File: src/rtl/netctl_pkg.sv
package netctl_pkg;
    localparam int DW    = 16;
    localparam int NFLAG = 7;

    // command bit positions within the control word
    localparam int CB_INIT = 0;
    localparam int CB_STRT = 1;
    localparam int CB_STOP = 2;
    localparam int CB_TDMD = 3;
    localparam int CB_INEA = 6;
    localparam int FLAG_LSB = 8;

    // register indices behind the select word
    localparam int REG_CTRL    = 0;
    localparam int REG_ADDR_LO = 1;
    localparam int REG_ADDR_HI = 2;
    localparam int REG_BUS     = 3;
    localparam int REG_MODE    = 15;
    localparam int BUS_W       = 3;

    typedef struct packed {
        logic init;
        logic start;
        logic stop;
        logic tdmd;
    } cmd_t;
endpackage

File: src/rtl/netctl_csr0.sv
module netctl_csr0
    import netctl_pkg::*;
(
    input  logic             clk,
    input  logic             rst_n,
    input  logic             wr_en,
    input  logic [3:0]       cmd_bits,
    input  logic             inea_bit,
    input  logic [NFLAG-1:0] clr_bits,
    input  logic [NFLAG-1:0] ev_set,
    output cmd_t             cmd_o,
    output logic             running,
    output logic             stopped,
    output logic             inea,
    output logic [NFLAG-1:0] flags
);
    typedef struct packed {
        logic             run;
        logic             stop;
        logic             inea;
        logic [NFLAG-1:0] flg;
        cmd_t             cmd;
    } csr0_t;

    csr0_t st_d, st_q;

    always_comb begin
        st_d     = st_q;
        st_d.cmd = '0;
        if (wr_en) begin
            if (cmd_bits[CB_STOP]) begin
                st_d.cmd.stop = 1'b1;
                st_d.stop     = 1'b1;
                st_d.run      = 1'b0;
                st_d.inea     = 1'b0;
                st_d.flg      = '0;
            end else begin
                st_d.cmd.init  = cmd_bits[CB_INIT];
                st_d.cmd.start = cmd_bits[CB_STRT];
                st_d.cmd.tdmd  = cmd_bits[CB_TDMD];
                if (cmd_bits[CB_STRT]) begin
                    st_d.run  = 1'b1;
                    st_d.stop = 1'b0;
                end
                st_d.inea = inea_bit;
                st_d.flg  = st_q.flg & ~clr_bits;
            end
        end
        // events always win over any clear in the same cycle
        st_d.flg = st_d.flg | ev_set;
    end

    always_ff @(posedge clk or negedge rst_n) begin
        if (!rst_n) begin
            st_q      <= '0;
            st_q.stop <= 1'b1;
        end else begin
            st_q <= st_d;
        end
    end

    assign cmd_o   = st_q.cmd;
    assign running = st_q.run;
    assign stopped = st_q.stop;
    assign inea    = st_q.inea;
    assign flags   = st_q.flg;
endmodule

File: src/rtl/netctl_cfg_regs.sv
module netctl_cfg_regs
    import netctl_pkg::*;
#(
    parameter int SEL_W     = 4,
    parameter int NUM_FILT  = 4,
    parameter int FILT_BASE = 8
) (
    input  logic                   clk,
    input  logic                   rst_n,
    input  logic                   wr_en,
    input  logic [SEL_W-1:0]       sel,
    input  logic [DW-1:0]          wdata,
    input  logic                   clear_bus,
    output logic [DW-1:0]          rdata,
    output logic [2*DW-1:0]        init_addr,
    output logic [BUS_W-1:0]       bus_ctl,
    output logic [NUM_FILT*DW-1:0] filt_o,
    output logic                   promisc
);
    typedef struct packed {
        logic [DW-1:0]                lo;
        logic [DW-1:0]                hi;
        logic [BUS_W-1:0]             bus;
        logic                         prom;
        logic [NUM_FILT-1:0][DW-1:0]  filt;
    } cfg_t;

    cfg_t cfg_d, cfg_q;

    always_comb begin
        cfg_d = cfg_q;
        if (wr_en) begin
            if (sel == SEL_W'(REG_ADDR_LO)) cfg_d.lo   = wdata;
            if (sel == SEL_W'(REG_ADDR_HI)) cfg_d.hi   = wdata;
            if (sel == SEL_W'(REG_BUS))     cfg_d.bus  = wdata[BUS_W-1:0];
            if (sel == SEL_W'(REG_MODE))    cfg_d.prom = wdata[DW-1];
            for (int i = 0; i < NUM_FILT; i++) begin
                if (sel == SEL_W'(FILT_BASE + i)) cfg_d.filt[i] = wdata;
            end
        end
        if (clear_bus) cfg_d.bus = '0;
    end

    always_ff @(posedge clk or negedge rst_n) begin
        if (!rst_n) cfg_q <= '0;
        else        cfg_q <= cfg_d;
    end

    always_comb begin
        rdata = '0;
        if (sel == SEL_W'(REG_ADDR_LO)) rdata = cfg_q.lo;
        if (sel == SEL_W'(REG_ADDR_HI)) rdata = cfg_q.hi;
        if (sel == SEL_W'(REG_BUS))     rdata = {{(DW-BUS_W){1'b0}}, cfg_q.bus};
        if (sel == SEL_W'(REG_MODE))    rdata = {cfg_q.prom, {(DW-1){1'b0}}};
        for (int i = 0; i < NUM_FILT; i++) begin
            if (sel == SEL_W'(FILT_BASE + i)) rdata = cfg_q.filt[i];
        end
    end

    for (genvar g = 0; g < NUM_FILT; g++) begin : g_filt
        assign filt_o[g*DW +: DW] = cfg_q.filt[g];
    end

    assign init_addr = {cfg_q.hi, cfg_q.lo};
    assign bus_ctl   = cfg_q.bus;
    assign promisc   = cfg_q.prom;
endmodule

File: src/rtl/netctl_regbank.sv
module netctl_regbank
    import netctl_pkg::*;
#(
    parameter int SEL_W     = 4,
    parameter int NUM_FILT  = 4,
    parameter int FILT_BASE = 8
) (
    input  logic                   clk,
    input  logic                   rst_n,
    input  logic                   host_wr,
    input  logic                   host_addr,
    input  logic [15:0]            host_wdata,
    output logic [15:0]            host_rdata,
    input  logic                   ev_init_done,
    input  logic                   ev_tx_int,
    input  logic                   ev_rx_int,
    input  logic                   ev_mem_err,
    input  logic                   ev_missed,
    input  logic                   ev_carrier_err,
    input  logic                   ev_babble,
    output logic                   cmd_init,
    output logic                   cmd_start,
    output logic                   cmd_stop,
    output logic                   cmd_tx_demand,
    output logic                   tx_on,
    output logic                   rx_on,
    output logic                   irq_o,
    output logic [31:0]            init_addr,
    output logic [2:0]             bus_ctl,
    output logic [NUM_FILT*16-1:0] mcast_filter,
    output logic                   promisc
);
    logic [SEL_W-1:0] sel_d, sel_q;
    logic             ctrl_wr, cfg_wr;
    logic [DW-1:0]    csr0_rdata, cfg_rdata;
    logic [NFLAG-1:0] ev_vec, flags;
    logic             running, stopped, inea, intr_any;
    cmd_t             cmd;

    always_comb begin
        sel_d = sel_q;
        if (host_wr && host_addr) sel_d = host_wdata[SEL_W-1:0];
    end

    always_ff @(posedge clk or negedge rst_n) begin
        if (!rst_n) sel_q <= '0;
        else        sel_q <= sel_d;
    end

    assign ctrl_wr = host_wr && !host_addr && (sel_q == SEL_W'(REG_CTRL));
    assign cfg_wr  = host_wr && !host_addr && (sel_q != SEL_W'(REG_CTRL));
    assign ev_vec  = {ev_babble, ev_carrier_err, ev_missed, ev_mem_err,
                      ev_rx_int, ev_tx_int, ev_init_done};

    netctl_csr0 u_csr0 (
        .clk      (clk),
        .rst_n    (rst_n),
        .wr_en    (ctrl_wr),
        .cmd_bits (host_wdata[3:0]),
        .inea_bit (host_wdata[CB_INEA]),
        .clr_bits (host_wdata[FLAG_LSB +: NFLAG]),
        .ev_set   (ev_vec),
        .cmd_o    (cmd),
        .running  (running),
        .stopped  (stopped),
        .inea     (inea),
        .flags    (flags)
    );

    netctl_cfg_regs #(
        .SEL_W     (SEL_W),
        .NUM_FILT  (NUM_FILT),
        .FILT_BASE (FILT_BASE)
    ) u_cfg (
        .clk       (clk),
        .rst_n     (rst_n),
        .wr_en     (cfg_wr),
        .sel       (sel_q),
        .wdata     (host_wdata),
        .clear_bus (ctrl_wr && host_wdata[CB_STOP]),
        .rdata     (cfg_rdata),
        .init_addr (init_addr),
        .bus_ctl   (bus_ctl),
        .filt_o    (mcast_filter),
        .promisc   (promisc)
    );

    assign intr_any   = |flags;
    assign csr0_rdata = {|flags[6:3], flags, intr_any, inea, running, running,
                         1'b0, stopped, running, 1'b0};

    always_comb begin
        if (host_addr)                        host_rdata = {{(DW-SEL_W){1'b0}}, sel_q};
        else if (sel_q == SEL_W'(REG_CTRL))   host_rdata = csr0_rdata;
        else                                  host_rdata = cfg_rdata;
    end

    assign cmd_init      = cmd.init;
    assign cmd_start     = cmd.start;
    assign cmd_stop      = cmd.stop;
    assign cmd_tx_demand = cmd.tdmd;
    assign tx_on         = running;
    assign rx_on         = running;
    assign irq_o         = intr_any && inea;
endmodule

File: config.mk
export PLATFORM = sky130hd
export DESIGN_NAME = netctl_regbank
export DESIGN_NICKNAME = d
export VERILOG_FILES = /design/src/rtl/netctl_pkg.sv /design/src/rtl/netctl_csr0.sv /design/src/rtl/netctl_cfg_regs.sv /design/src/rtl/netctl_regbank.sv
export SDC_FILE = /design/constraint.sdc
export NUM_CORES = 1
export LEC_CHECK = 0
export BUFFER_PORTS_ARGS = -buffer_cell sky130_fd_sc_hd__buf_2
export CAP_MARGIN = 20
export CELL_PAD_IN_SITES_DETAIL_PLACEMENT = 1
export CELL_PAD_IN_SITES_GLOBAL_PLACEMENT = 1
export CORE_AREA = 2 2 127 129
export DETAILED_ROUTE_END_ITERATION = 16
export DIE_AREA = 0 0 129 131
export PLACE_DENSITY = 0.71
export SYNTH_ARGS = -nofsm -noshare
export SYNTH_HDL_FRONTEND = slang
export SYNTH_SLANG_ARGS = --single-unit
File: constraint.sdc
create_clock -name clk -period 2.2 [get_ports clk]
set_clock_uncertainty 0.15 [all_clocks]
set_input_delay 0.33 -clock clk [delete_from_list [all_inputs] [get_ports clk]]
set_output_delay 0.33 -clock clk [all_outputs]
set_load 0.01 [all_outputs]
* Word level (Yosys, flattened, before mapping)
Index checks and enable logic that the tools add are counted.
** Operators by class
- Muxes and demuxes :: 24
- Bitwise logic cells :: 3
- Reductions and logical operators :: 23
- Equality and inequality tests :: 8
** Operators with widths (number)
- 2-to-1 mux 16 bit :: 14
- 2-to-1 mux 68 bit :: 1
- equality test 4 bit, second input constant :: 5
- AND reduction 2 bit :: 9
- 2-to-1 mux 11 bit :: 1
- 2-to-1 mux 10 bit :: 1
- equality test 4 x 2 -> 1 bit, second input constant :: 2
- AND 7 bit :: 1
- NOT 7 bit :: 1
- OR 7 bit :: 1
- OR reduction 7 bit :: 1
- logical AND 1 bit :: 6
- 2-to-1 mux 3 bit :: 2
- nonzero test 2 bit :: 3
- equality test 4 x 1 -> 1 bit, second input constant :: 1
- zero test 4 bit :: 1
- 2-to-1 mux 2 bit :: 2
- nonzero test 4 bit :: 1
- OR reduction 4 bit :: 1
- 2-to-1 mux 1 bit :: 3
- zero test 1 bit :: 1
** Word-level totals
- Register bits after elaboration :: 118
- Output and inout port bits :: 123
- Logic and storage cells :: 75
- Input port bits :: 27

* Depth between registers and ports, before layout
Gate-level depths: netlist of the first run.
- Depth after elaboration :: 11
- Mapped depth :: 8
- Mapped depth without buffers :: 4

* Cells and area by module
From an unflattened synthesis of the first run, not the netlist that was laid out.
** Second synthesis, totals
- Cell total of the unflattened synthesis :: 493
- Area, all modules :: 5778.0 um^2
** Modules (own cells, without submodules)
- netctl_cfg_regs :: cells each 383, area an instance 4792.1 um^2, times used 1, seq. area each 2502.4 um^2
- netctl_csr0 :: cells each 40, area an instance 510.5 um^2, times used 1, seq. area each 351.6 um^2
- netctl_regbank :: cells each 70, area an instance 475.5 um^2, times used 1, seq. area each 100.1 um^2

* Worst setup path before layout of the first run
No wires, ideal clock.
- Path type :: reg-to-output
- Start :: reg u_csr0.st_q (netlist bit u_csr0.flags[5])
- End :: out host_rdata[7]
- Data required time :: 1.720 ns
- Path slack :: -0.013 ns
- Arrival :: 1.733 ns
- Path buffers :: 0
- Stages on the path, launching flop included :: 5
- Cells stage by stage :: dfrtp_1 -> or4_1 -> or4_1 -> o21ba_1 -> o31a_1
** On the way
- Word-level cells in the longest chain between the ends :: 3
** Ends and longest elaborated chain
- from (decl) :: line netctl_csr0.sv:25 : csr0_t st_d, st_q;
- from (signal assigned) :: line netctl_csr0.sv:58 : st_q <= st_d;
- OR reduction 7 bit :: line netctl_regbank.sv:88 : assign intr_any = |flags;
- 2-to-1 mux 16 bit :: line netctl_regbank.sv:94 : else if (sel_q == SEL_W'(REG_CTRL)) host_rdata = csr0_rdata;
- 2-to-1 mux 16 bit :: line netctl_regbank.sv:93 : if (host_addr) host_rdata = {{(DW-SEL_W){1'b0}}, sel_q};
- to (decl) :: line netctl_regbank.sv:13 : output logic [15:0] host_rdata,
Every way passes these cells.

* Worst setup path after layout of the first run
- Start :: reg u_csr0.st_q (netlist bit u_csr0.flags[5])
- End :: out irq_o
** On the way
- Word-level cells in the longest chain between the ends :: 2
** Ends and longest elaborated chain
- OR reduction 7 bit :: line netctl_regbank.sv:88
- logical AND 1 bit :: line netctl_regbank.sv:104 : assign irq_o = intr_any && inea;
- to (decl) :: line netctl_regbank.sv:27 : output logic irq_o,
Every way passes these cells.

==> summary.txt, run 1 <==
Finished Cell Area: 0.00846 sq mm
Status: complete, but fails checks
Total Routing Usage GR: 0.257
Fin nets: 721
Placed cell areas: 0.00708 sq mm
Max frequency: 350 MHz
Syn-to-layout area delta: 49.8%
Pwr Density: 1200 mW/mm^2
ANT cells: 0
Reg2reg path depth: 7
Post-Syn Instances: 463
Measured slew at the worst slew-check pin: 516 ps
Crit end category: output port
R2R Setup Slk: 40 ps
Failing checks: negative setup slack
Initial Util: 0.362
FP Rows: 46
Setup TNS: -6210 ps
H-tree levels: 4
Syn Std Cell Area: 0.00565 sq mm
WHS Endpoint: u_cfg.filt_o[36]
Final setup violating endpoints: 17
Cell Chain, Critical Path: or4_4 -> or4_4 -> buf_4 -> buf_6 -> and2_2 -> buf_6
Share of the synthesized area in the top cell type: 0.518
Asr flop ratio synth: 1.00
Ys Warns: 0
Inserted Clock Buffers: 17
Die Wd: 129 microns
Routed vias/inst: 5.47
Max-cap violations: 0
Arr. time, crit path: 2380 ps
Initial antenna violation count: 0
# IOs: 150
Reg-to-Reg End: u_cfg.filt_o[33]
Final ANT Viol Nets: 0
First-pass GRT wire length: 32.0 mm
Pin count of the biggest net entering global routing: 62
DRC marker count from the first detailed-route iteration: 315
Final-report hold violation count: 0
Leakage power: 4.01 nW
Clock transition at path regs: 50 ps
Slew Limit Headroom: 0.651
CTS Sinks: 118
Area leader, netlist: dfrtp_1
Top post-synthesis cells by area: dfrtp_1 (52%), mux2_2 (21%), a21oi_1 (1.9%), o21ai_0 (1.7%), buf_2 (1.4%)
Core ar.: 0.0156 sq mm
Synth Area per Inst: 12.2 sq um
Post-synth EDFFs: 0
Port Buffer Count: 149
Yosys reg bits: 118
CP max FO: 2
Final period utilization: 1.30
Crit Path Category: flip-flop to output port
Die Height: 131 microns
Hold Path Class: input port to flip-flop
GP Congestion: 0.843
CTS tree: done
Min Clock Period, post-route: 2860 ps
Worst-Skew Late Latency: 430 ps
Layout cell share with drive strength beyond 1: 0.625
Slowest-stage cell, CP: or4_4
Die ar.: 0.0169 sq mm
DRC errors left: 0
Gr ovfl total: 0
CP peak stage delay: 550 ps
Seq/Total Area, Yosys: 0.523
DR pass1 iterations: 5
Startpoint type of the worst setup path: flip-flop
WL final: 21.5 mm
Dpl hpwl: 14.2 mm
RSZ-0062 raised after global routing: true
Hold WS: 65.8 ps
Distinct cell type count after synthesis: 56
Number of global-route vias before repair: 5,476
Worst Hold Depth: 2
Dominant synthesized flop cell: dfrtp_1
Slew Viols, Final: 0
Avg WL per Cell: 23.3 microns
Vias post-DR: 5,045
Syn Nets: 490
CTS max path bufs: 2
PnR worst setup slack: -658 ps
Final-layout fill cell count: 1,646
Hold_sp: host_wdata[4]
Root Driver: clkbuf_16
Critical Path RT: 1720 ps
Worst IR drop on VDD: 0.000669 V
FF-to-FF Start: sel_q[3]
==> layout make-up <==
cell class / count / area [sq um] / share of cell area
repair buffers: 248 / 1730 / 0.205
inverters: 6 / 28.8 / 0.00340
clock inverters: 9 / 148 / 0.0175
clock buffers: 23 / 478 / 0.0565
multi-input cells: 303 / 2840 / 0.336
flip-flops and latches: 118 / 2960 / 0.350
well taps: 216 / 270 / 0.0319
==> metrics by stage <==
| step | std cells | worst slack, ps | utilization | power, W |
|---|---|---|---|---|
| final | 923 | -658 | 0.542 | 0.0102 |
| after global routing | 923 | -711 | 0.542 | 0.0107 |
| after CTS | 916 | -658 | 0.531 | 0.0100 |
| after detailed placement | 859 | -340 | 0.454 | 0.00670 |
| after global placement | 859 | -286 | 0.454 | 0.00657 |
| after floorplan | 463 | -12.6 | - | 0.00512 |
==> report_power, final <==
part	internal, W	leakage, nW	switching (W)	total, W
Combinational	0.00182	2.23	0.00171	0.00353
Clock	0.00197	0.307	0.000991	0.00297
Sequential	0.00293	1.48	0.000748	0.00368
Total	0.00673	4.01	0.00345	0.0102
==> how the worst max path moves through the flow <==
stage	cells after the start	start	slack (ps)	end
2_1_floorplan	4	u_csr0.flags[5]	-10	host_rdata[7]
3_3_place_gp	6	sel_q[1]	-290	host_rdata[15]
3_5_place_dp	6	sel_q[1]	-340	host_rdata[15]
4_1_cts	5	u_csr0.flags[5]	-660	host_rdata[7]
5_1_grt	5	u_csr0.flags[5]	-710	host_rdata[7]
6_report	6	u_csr0.flags[5]	-660	irq_o
==> kinds of logic after synthesis <==
kind of cell	synth area share
AND/OR/NAND/NOR	0.0862
buffers and inverters	0.0330
flip-flops	0.523
multiplexers	0.233
AO/OA/AOI/OAI	0.124
==> worst max-delay path: cells and delay by family, from the launching register on <==
family        cells  cell delay, ps
flops             1             390
simple gates      3            1190
buf+inv           3             370
==> synthesized netlist by cell type (2+ instances only) <==
| cell | count |
|---|---|
| dfrtp_1 | 117 |
| mux2_2 | 106 |
| a21oi_1 | 22 |
| o21ai_0 | 19 |
| buf_2 | 16 |
| nand2_1 | 16 |
| nor2_1 | 15 |
| clkbuf_1 | 14 |
| nand3_1 | 10 |
| nor2b_1 | 9 |
| mux2i_1 | 8 |
| a21o_1 | 7 |
| a222oi_1 | 6 |
| a22o_1 | 6 |
| inv_1 | 6 |
| nand2b_1 | 6 |
| nor3b_1 | 6 |
| nand3b_1 | 5 |
| o21a_1 | 5 |
| o2bb2ai_1 | 5 |
| and3_1 | 4 |
| nor3_1 | 4 |
| o221ai_1 | 4 |
| o32ai_1 | 4 |
| and3b_1 | 3 |
| buf_1 | 3 |
| a22oi_1 | 2 |
| a311oi_1 | 2 |
| a31oi_1 | 2 |
| buf_4 | 2 |
| mux4_2 | 2 |
| nor4_1 | 2 |
| or4_1 | 2 |
==> registers in the layout, indices dropped and copies added, names as in the netlist <==
| signal | flops |
|---|---|
| u_cfg.filt_o | 64 |
| u_csr0.flags | 7 |
| u_csr0.cmd_o | 4 |
| u_cfg.init_addr | 32 |
| u_csr0.stopped | 1 |
| sel_q | 4 |
| u_csr0.inea | 1 |
| u_cfg.bus_ctl | 3 |
| u_csr0.running | 1 |
| u_cfg.promisc | 1 |
==> per-layer routing <==
layer / vias to the layer above / share of wire / track usage
met2: 195 / 0.51 / 0.449
met5: - / 0 / 0
met3: 51 / 0.055 / 0.0615
met4: 0 / 0.027 / 0.0908
li1: 2189 / - / -
met1: 2610 / 0.41 / 0.311
==> what timing repair did <==
item | 4_1_cts | 5_1_grt
gates cloned | 1 | 0
hold endpoints to repair | 124 | 0
buffers inserted | 18 | 7
pin swaps | 32 | 23
setup endpoints to repair | 28 | 33
gates resized for setup | 76 | 31
hold buffers | 8 | 0
==> cell usage in the layout, fill, tap and decap left out, types with 6 or more instances in the layout <==
cell | Yosys | layout
a21oi_2 | 0 | 10
dlygate4sd3_1 | 0 | 8
o21ai_0 | 19 | 13
a222oi_1 | 6 | 6
buf_2 | 16 | 147
a22o_1 | 6 | 6
dfrtp_1 | 117 | 113
nand2_1 | 16 | 15
buf_6 | 0 | 17
nor2_1 | 15 | 10
a21o_1 | 7 | 7
buf_4 | 2 | 63
nand3_1 | 10 | 8
buf_12 | 0 | 8
clkbuf_16 | 0 | 17
mux2i_1 | 8 | 7
mux2_2 | 106 | 106
a21oi_1 | 22 | 12
Power figures use the tool's default switching activity.
==> inputs of run 2 (changes only) <==
--- a/config.mk
+++ b/config.mk
@@ -9,10 +9,10 @@
 export CAP_MARGIN = 20
 export CELL_PAD_IN_SITES_DETAIL_PLACEMENT = 1
 export CELL_PAD_IN_SITES_GLOBAL_PLACEMENT = 1
-export CORE_AREA = 2 2 127 129
+export CORE_AREA = 2 2 116 118
 export DETAILED_ROUTE_END_ITERATION = 16
-export DIE_AREA = 0 0 129 131
-export PLACE_DENSITY = 0.71
+export DIE_AREA = 0 0 118 120
+export PLACE_DENSITY = 0.81
 export SYNTH_ARGS = -nofsm -noshare
 export SYNTH_HDL_FRONTEND = slang
 export SYNTH_SLANG_ARGS = --single-unit
==> constraint.sdc (replaced) <==
create_clock -name clk -period 3.6 [get_ports clk]
set_clock_uncertainty 0.15 [all_clocks]
set_input_delay 0.54 -clock clk [delete_from_list [all_inputs] [get_ports clk]]
set_output_delay 0.54 -clock clk [all_outputs]
set_load 0.01 [all_outputs]
==> run 2 against run 1 <==
Net effect: the run now ends clean; power down 44%; routed wire length fell by 13%; global-route usage is 1.8 points higher; worst hold slack better by 98 ps; combinational power is 50% lower; clock-buffer cell count decreased by 1; critical path depth shrank 1; clock power is 42% lower; die area shrank 16%; register-to-register slack gained 870 ps; worst setup slack gained 870 ps; largest cell class unchanged.
==> summary.txt, run 2 (synthesis gave the netlist of run 1 again) <==
Status: completed
Pwr Density: 794 mW/mm^2 (-34%)
Min Clock Period, post-route: 3390 ps
CTS max path bufs: 2 (unchanged)
# IOs: 150 (unchanged)
Die Wd: 118 microns (-8.5%)
First-pass GRT wire length: 29.2 mm (-8.7%)
Hold WS: 164 ps (+98.2 ps)
R2R Setup Slk: 910 ps (+870 ps)
CTS tree: done
Initial antenna violation count: 0 (unchanged)
Slew Viols, Final: 0 (unchanged)
Die Height: 120 microns (-8.4%)
Final ANT Viol Nets: 0 (unchanged)
Gr ovfl total: 0 (unchanged)
FF-to-FF Start: sel_q[0]
Routed vias/inst: 5.88 (+7.6%)
Worst-Skew Late Latency: 430 ps (about the same)
Crit path buf inv count: 1 (-2)
FF+latch area: 0.00295 sq mm (-0.17%)
H-tree levels: 4 (unchanged)
Footprint of the multi-input gates: 0.00251 sq mm (-12%)
Final-layout fill cell count: 1,434 (-13%)
Die ar.: 0.0142 sq mm (-16%)
CTS Sinks: 118 (unchanged)
Critical Path Most Common Cell: nand2_1
Final setup violating endpoints: 0 (-17)
Startpoint type of the worst setup path: flip-flop
Setup TNS: 0 ps (+6210 ps)
Critical Path RT: 2910 ps (+1190 ps)
Max-cap violations: 0 (unchanged)
DR pass1 iterations: 4 (-1)
Inserted Clock Buffers: 17 (unchanged)
DRC marker count from the first detailed-route iteration: 289 (-8.3%)
CP delay by family, top: compound AO/OA/AOI/OAI gates
Clock transition at path regs: 60 ps (about the same)
Hold_sp: ev_missed
Total Power: 0.00572 W (-44%)
FP Rows: 42 (-8.7%)
Fin nets: 641 (-11%)
Total Routing Usage GR: 0.275 (+0.0184)
Worst Hold Depth: 2 (unchanged)
Largest register FFs: 64 (unchanged)
Setup Fix Bufs, Post-CTS: 0 (-18)
Dpl hpwl: 12.9 mm (-9.7%)
Final core utilization: 0.555 (+0.0128)
Root Driver: clkbuf_16
Leakage power: 3.49 nW (-13%)
DRC errors left: 0 (unchanged)
Final Non-Filler Cells: 803 (-13%)
Reg-to-Reg End: u_cfg.filt_o[33]
Placed cells: 770 (-10%)
Port Buffer Count: 149 (unchanged)
Final-report hold violation count: 0 (unchanged)
Avg WL per Cell: 23.4 microns (+0.51%)
Vias post-DR: 4,723 (-6.4%)
Measured slew at the worst slew-check pin: 1020 ps (+501 ps)
Core ar.: 0.0130 sq mm (-17%)
GP Congestion: 0.878 (+4.2%)
Most common cell after layout, fill and taps aside: buf_2
Worst IR drop on VDD: 0.000361 V (-46%)
Slew Limit Headroom: 0.320 (-0.331)
Arr. time, crit path: 2700 ps (+320 ps)
Number of global-route vias before repair: 5,008 (-8.5%)
RSZ-0062 raised after global routing: false
Most frequent cells in the layout: buf_2 (148), dfrtp_1 (117), mux2_2 (106)
Max frequency: 295 MHz
Pin count of the biggest net entering global routing: 62 (unchanged)
Slowest-stage cell, CP: a2111oi_0
CP max FO: 16 (+14)
Hold Path Class: input port to flip-flop
Reg2reg path depth: 5 (-2)
Initial Util: 0.435 (+0.0730)
Cell Chain, Critical Path: nand2_1 -> nor2_1 -> nand2_1 -> a2111oi_0 -> buf_2
ANT cells: 0 (unchanged)
Crit Path Category: flip-flop to output port
CP peak stage delay: 770 ps (+220 ps)
Final period utilization: 0.942
WL final: 18.8 mm (-13%)
WHS Endpoint: u_csr0.flags[4]
Crit end category: output port
Layout cell share with drive strength beyond 1: 0.499 (-0.126)
Syn-to-layout area delta: 27.6%
[run 2: cell count changes in the layout (fill, tap and decap cells not counted), moves of 5 or more]
cell	change
o21ai_1	-5
buf_12	-7
dlygate4sd3_1	-7
o21ai_0	+6
buf_6	-17
a21oi_2	-10
buf_4	-45
nor2_1	+5
a21oi_1	+10
[run 2: how the worst max path moves through the flow]
stage / cells after the start / end / startpoint / slack, ps
final: 5 / host_rdata[15] / sel_q[0] / 210
after detailed placement: 4 / host_rdata[1] / sel_q[0] / 670
after floorplan: 4 / host_rdata[7] / u_csr0.flags[5] / 1180
after CTS: 4 / host_rdata[1] / sel_q[0] / 200
after global routing: 5 / host_rdata[15] / sel_q[0] / 80
after global placement: 4 / host_rdata[1] / sel_q[0] / 750
[run 2: repair_timing]
| action | in CTS | in global routing |
|---|---|---|
| hold buffers | 1 | 0 |
| gates resized for setup | 0 | 0 |
| endpoints found under the hold margin | 36 | 0 |
[run 2: cell type report]
| cell class | instances | share of cell area |
|---|---|---|
| multi-input cells | 303 | 0.348 |
| repair buffers | 168 | 0.126 |
| inverters | 6 | 0.00313 |
| clock inverters | 10 | 0.0181 |
| flip-flops and latches | 118 | 0.410 |
| clock buffers | 22 | 0.0644 |
| well taps | 176 | 0.0306 |
[run 2: stage by stage]
stage	setup slack, ps	cell area (sq um)
2_1_floorplan	1180	5650
3_3_place_gp	748	6600
3_5_place_dp	667	6600
4_1_cts	196	7210
5_1_grt	79.1	7210
6_report	210	7210
[run 2: worst reg2reg max path: cells and delay by family (launching register included)]
| family | cells | cell delay (ps) |
|---|---|---|
| buffers and inverters | 2 | 630 |
| multiplexers | 1 | 290 |
| flip-flops | 1 | 600 |
| AND/OR/NAND/NOR | 2 | 900 |
[run 2: routing by layer]
metal | share of wire | vias to the layer above | track usage | wire, microns
met5 | 0 | - | 0 | 0
met4 | 0.026 | 0 | 0.113 | 494
met2 | 0.49 | 199 | 0.445 | 9180
met3 | 0.057 | 45 | 0.0713 | 1070
met1 | 0.43 | 2445 | 0.354 | 8050
li1 | - | 2034 | - | -
[run 2: where the power goes]
group	internal (W)	leakage, nW	switching [W]
clock	0.00112	0.290	0.000603
sequential	0.00179	1.48	0.000434
combinational	0.000878	1.72	0.000897
==> inputs of run 3 (changes only) <==
--- a/config.mk
+++ b/config.mk
@@ -9,10 +9,10 @@
 export CAP_MARGIN = 20
 export CELL_PAD_IN_SITES_DETAIL_PLACEMENT = 1
 export CELL_PAD_IN_SITES_GLOBAL_PLACEMENT = 1
-export CORE_AREA = 2 2 116 118
+export CORE_AREA = 2 2 119 121
 export DETAILED_ROUTE_END_ITERATION = 16
-export DIE_AREA = 0 0 118 120
-export PLACE_DENSITY = 0.81
+export DIE_AREA = 0 0 121 123
+export PLACE_DENSITY = 0.77
 export SYNTH_ARGS = -nofsm -noshare
 export SYNTH_HDL_FRONTEND = slang
 export SYNTH_SLANG_ARGS = --single-unit
==> constraint.sdc (replaced) <==
create_clock -name clk -period 3.3 [get_ports clk]
set_clock_uncertainty 0.15 [all_clocks]
set_input_delay 0.495 -clock clk [delete_from_list [all_inputs] [get_ports clk]]
set_output_delay 0.495 -clock clk [all_outputs]
set_load 0.01 [all_outputs]
==> run 3 against run 2 <==
Net effect: via count down 2.5%; flip-flop and latch count unchanged; cell count grew 1.1%; non-clock buffer count is 6 higher; clock-buffer cell count grew 1; critical path type unchanged; critical endpoint is now host_rdata[7].
==> summary.txt, run 3 (synthesis gave the netlist of run 1 again) <==
ANT cells: 0 (unchanged)
WL final: 18.5 mm (-1.3%)
Slowest-stage cell, CP: nor2_1
Crit end category: output port
Port Buffer Count: 149 (unchanged)
CP endpoint: host_rdata[7]
Vias post-DR: 4,605 (-2.5%)
Min Clock Period, post-route: 3150 ps
Die Height: 123 microns (+2.5%)
Avg WL per Cell: 22.8 microns (-2.4%)
Final-layout fill cell count: 1,475 (+2.9%)
Final period utilization: 0.955
CP peak stage delay: 600 ps (-170 ps)
FP Rows: 43 (+2.4%)
Reg2reg path depth: 6 (+1)
Number of global-route vias before repair: 4,901 (-2.1%)
Most frequent cells in the layout: buf_2 (148), dfrtp_1 (117), mux2_2 (106)
Largest register FFs: 64 (unchanged)
Final-report hold violation count: 0 (unchanged)
Footprint of the multi-input gates: 0.00251 sq mm (unchanged)
Total Power: 0.00628 W (+9.8%)
Final setup violating endpoints: 0 (unchanged)
# IOs: 150 (unchanged)
Critical Path RT: 2650 ps (-260 ps)
Final ANT Viol Nets: 0 (unchanged)
Total Routing Usage GR: 0.258 (-0.0169)
Syn-to-layout area delta: 28.9%
First-pass GRT wire length: 28.5 mm (-2.3%)
Crit Path Category: flip-flop to output port
Clock transition at path regs: 60 ps (about the same)
Measured slew at the worst slew-check pin: 706 ps (-311 ps)
Hold Path Class: input port to flip-flop
Pin count of the biggest net entering global routing: 55 (-11%)
Fin nets: 647 (+0.94%)
Root Driver: clkbuf_16
Initial antenna violation count: 0 (unchanged)
Setup Fix Bufs, Post-CTS: 0 (unchanged)
H-tree levels: 4 (unchanged)
Arr. time, crit path: 2510 ps (-190 ps)
Leakage power: 3.53 nW (+1.1%)
DRC errors left: 0 (unchanged)
Cell Chain, Critical Path: buf_4 -> nor2_1 -> o21ai_0 -> o21ba_1 -> o31a_1 -> buf_2
Reg-to-Reg End: u_cfg.filt_o[1]
DR pass1 iterations: 5 (+1)
Slew Viols, Final: 0 (unchanged)
Most common cell after layout, fill and taps aside: buf_2
CTS max path bufs: 2 (unchanged)
Max-cap violations: 0 (unchanged)
CTS tree: done
DRC marker count from the first detailed-route iteration: 264 (-8.7%)
Startpoint type of the worst setup path: flip-flop
R2R Setup Slk: 710 ps (-200 ps)
CTS Sinks: 118 (unchanged)
Inserted Clock Buffers: 17 (unchanged)
CP max FO: 41 (+25)
Layout cell share with drive strength beyond 1: 0.506 (+0.00713)
Max frequency: 317 MHz
Pwr Density: 862 mW/mm^2 (+8.7%)
Setup TNS: 0 ps (unchanged)
Status: completed
FF+latch area: 0.00295 sq mm (unchanged)
Slew Limit Headroom: 0.528 (+0.207)
Setup crit start: sel_q[3]
Dpl hpwl: 13.1 mm (+1.7%)
Worst Hold Depth: 2 (unchanged)
RSZ-0062 raised after global routing: false
Die ar.: 0.0149 sq mm (+5.1%)
Gr ovfl total: 0 (unchanged)
Die Wd: 121 microns (+2.5%)
Routed vias/inst: 5.67 (-3.6%)
Worst-Skew Late Latency: 420 ps (about the same)
GP Congestion: 0.854 (-2.7%)
Initial Util: 0.415 (-0.0202)
Core ar.: 0.0136 sq mm (+4.9%)
FF-to-FF Start: sel_q[2]
Worst IR drop on VDD: 0.000430 V (+19%)
[run 3: cell types whose count changed in the layout (fill, tap and decap cells not counted), sizes merged]
cell    before  now
buf        167  173
clkinv       5    3
clkbuf      22   23
[run 3: power breakdown]
group	total [W]	internal, W	switching (W)
Clock	0.00192	0.00128	0.000645
Sequential	0.00242	0.00195	0.000463
Combinational	0.00194	0.000964	0.000975
Total	0.00628	0.00420	0.00208
[run 3: worst min-delay path by stage]
| stage | start | endpoint | slack [ps] |
|---|---|---|---|
| after floorplan | rst_n | sel_q[0] | 50 |
| final | ev_mem_err | u_csr0.flags[3] | 110 |
| after global routing | ev_mem_err | u_csr0.flags[3] | 110 |
| after CTS | ev_mem_err | u_csr0.flags[3] | 90 |
| after global placement | u_csr0.flags[4] | u_csr0.flags[4] | 330 |
| after detailed placement | u_csr0.flags[0] | u_csr0.flags[0] | 330 |
[run 3: final cells by class]
type,count,share of cell area
well taps,180,0.0309
clock buffers,23,0.0684
inverters,6,0.00309
multi-input cells,303,0.345
flip-flops and latches,118,0.406
clock inverters,8,0.0165
repair buffers,174,0.131
[run 3: per-layer routing]
metal  track usage  part of all wire
met1         0.329              0.42
met2         0.436              0.50
met3        0.0673             0.063
met4        0.0741             0.018
met5             0                 0
[run 3: critical path, delay by kind of cell (launching register included)]
family | cells | cell delay, ps
compound gates | 3 | 610
buf+inv | 2 | 430
flops | 1 | 440
simple gates | 1 | 600
[run 3: per-stage QoR]
stage,area [sq um],setup slack (ps),utilization,cells,hold slack (ps)
detailed placement,6650,610,0.489,780,333
floorplan,5650,922,-,463,49.4
finish,7280,148,0.535,812,112
global route,7280,8.37,0.535,812,107
global placement,6650,659,0.489,780,326
CTS,7280,139,0.535,812,94.9
[run 3: repair_timing]
action,CTS,global route
endpoints found under the hold margin,40,0
hold buffers,1,0
gates resized for setup,0,0
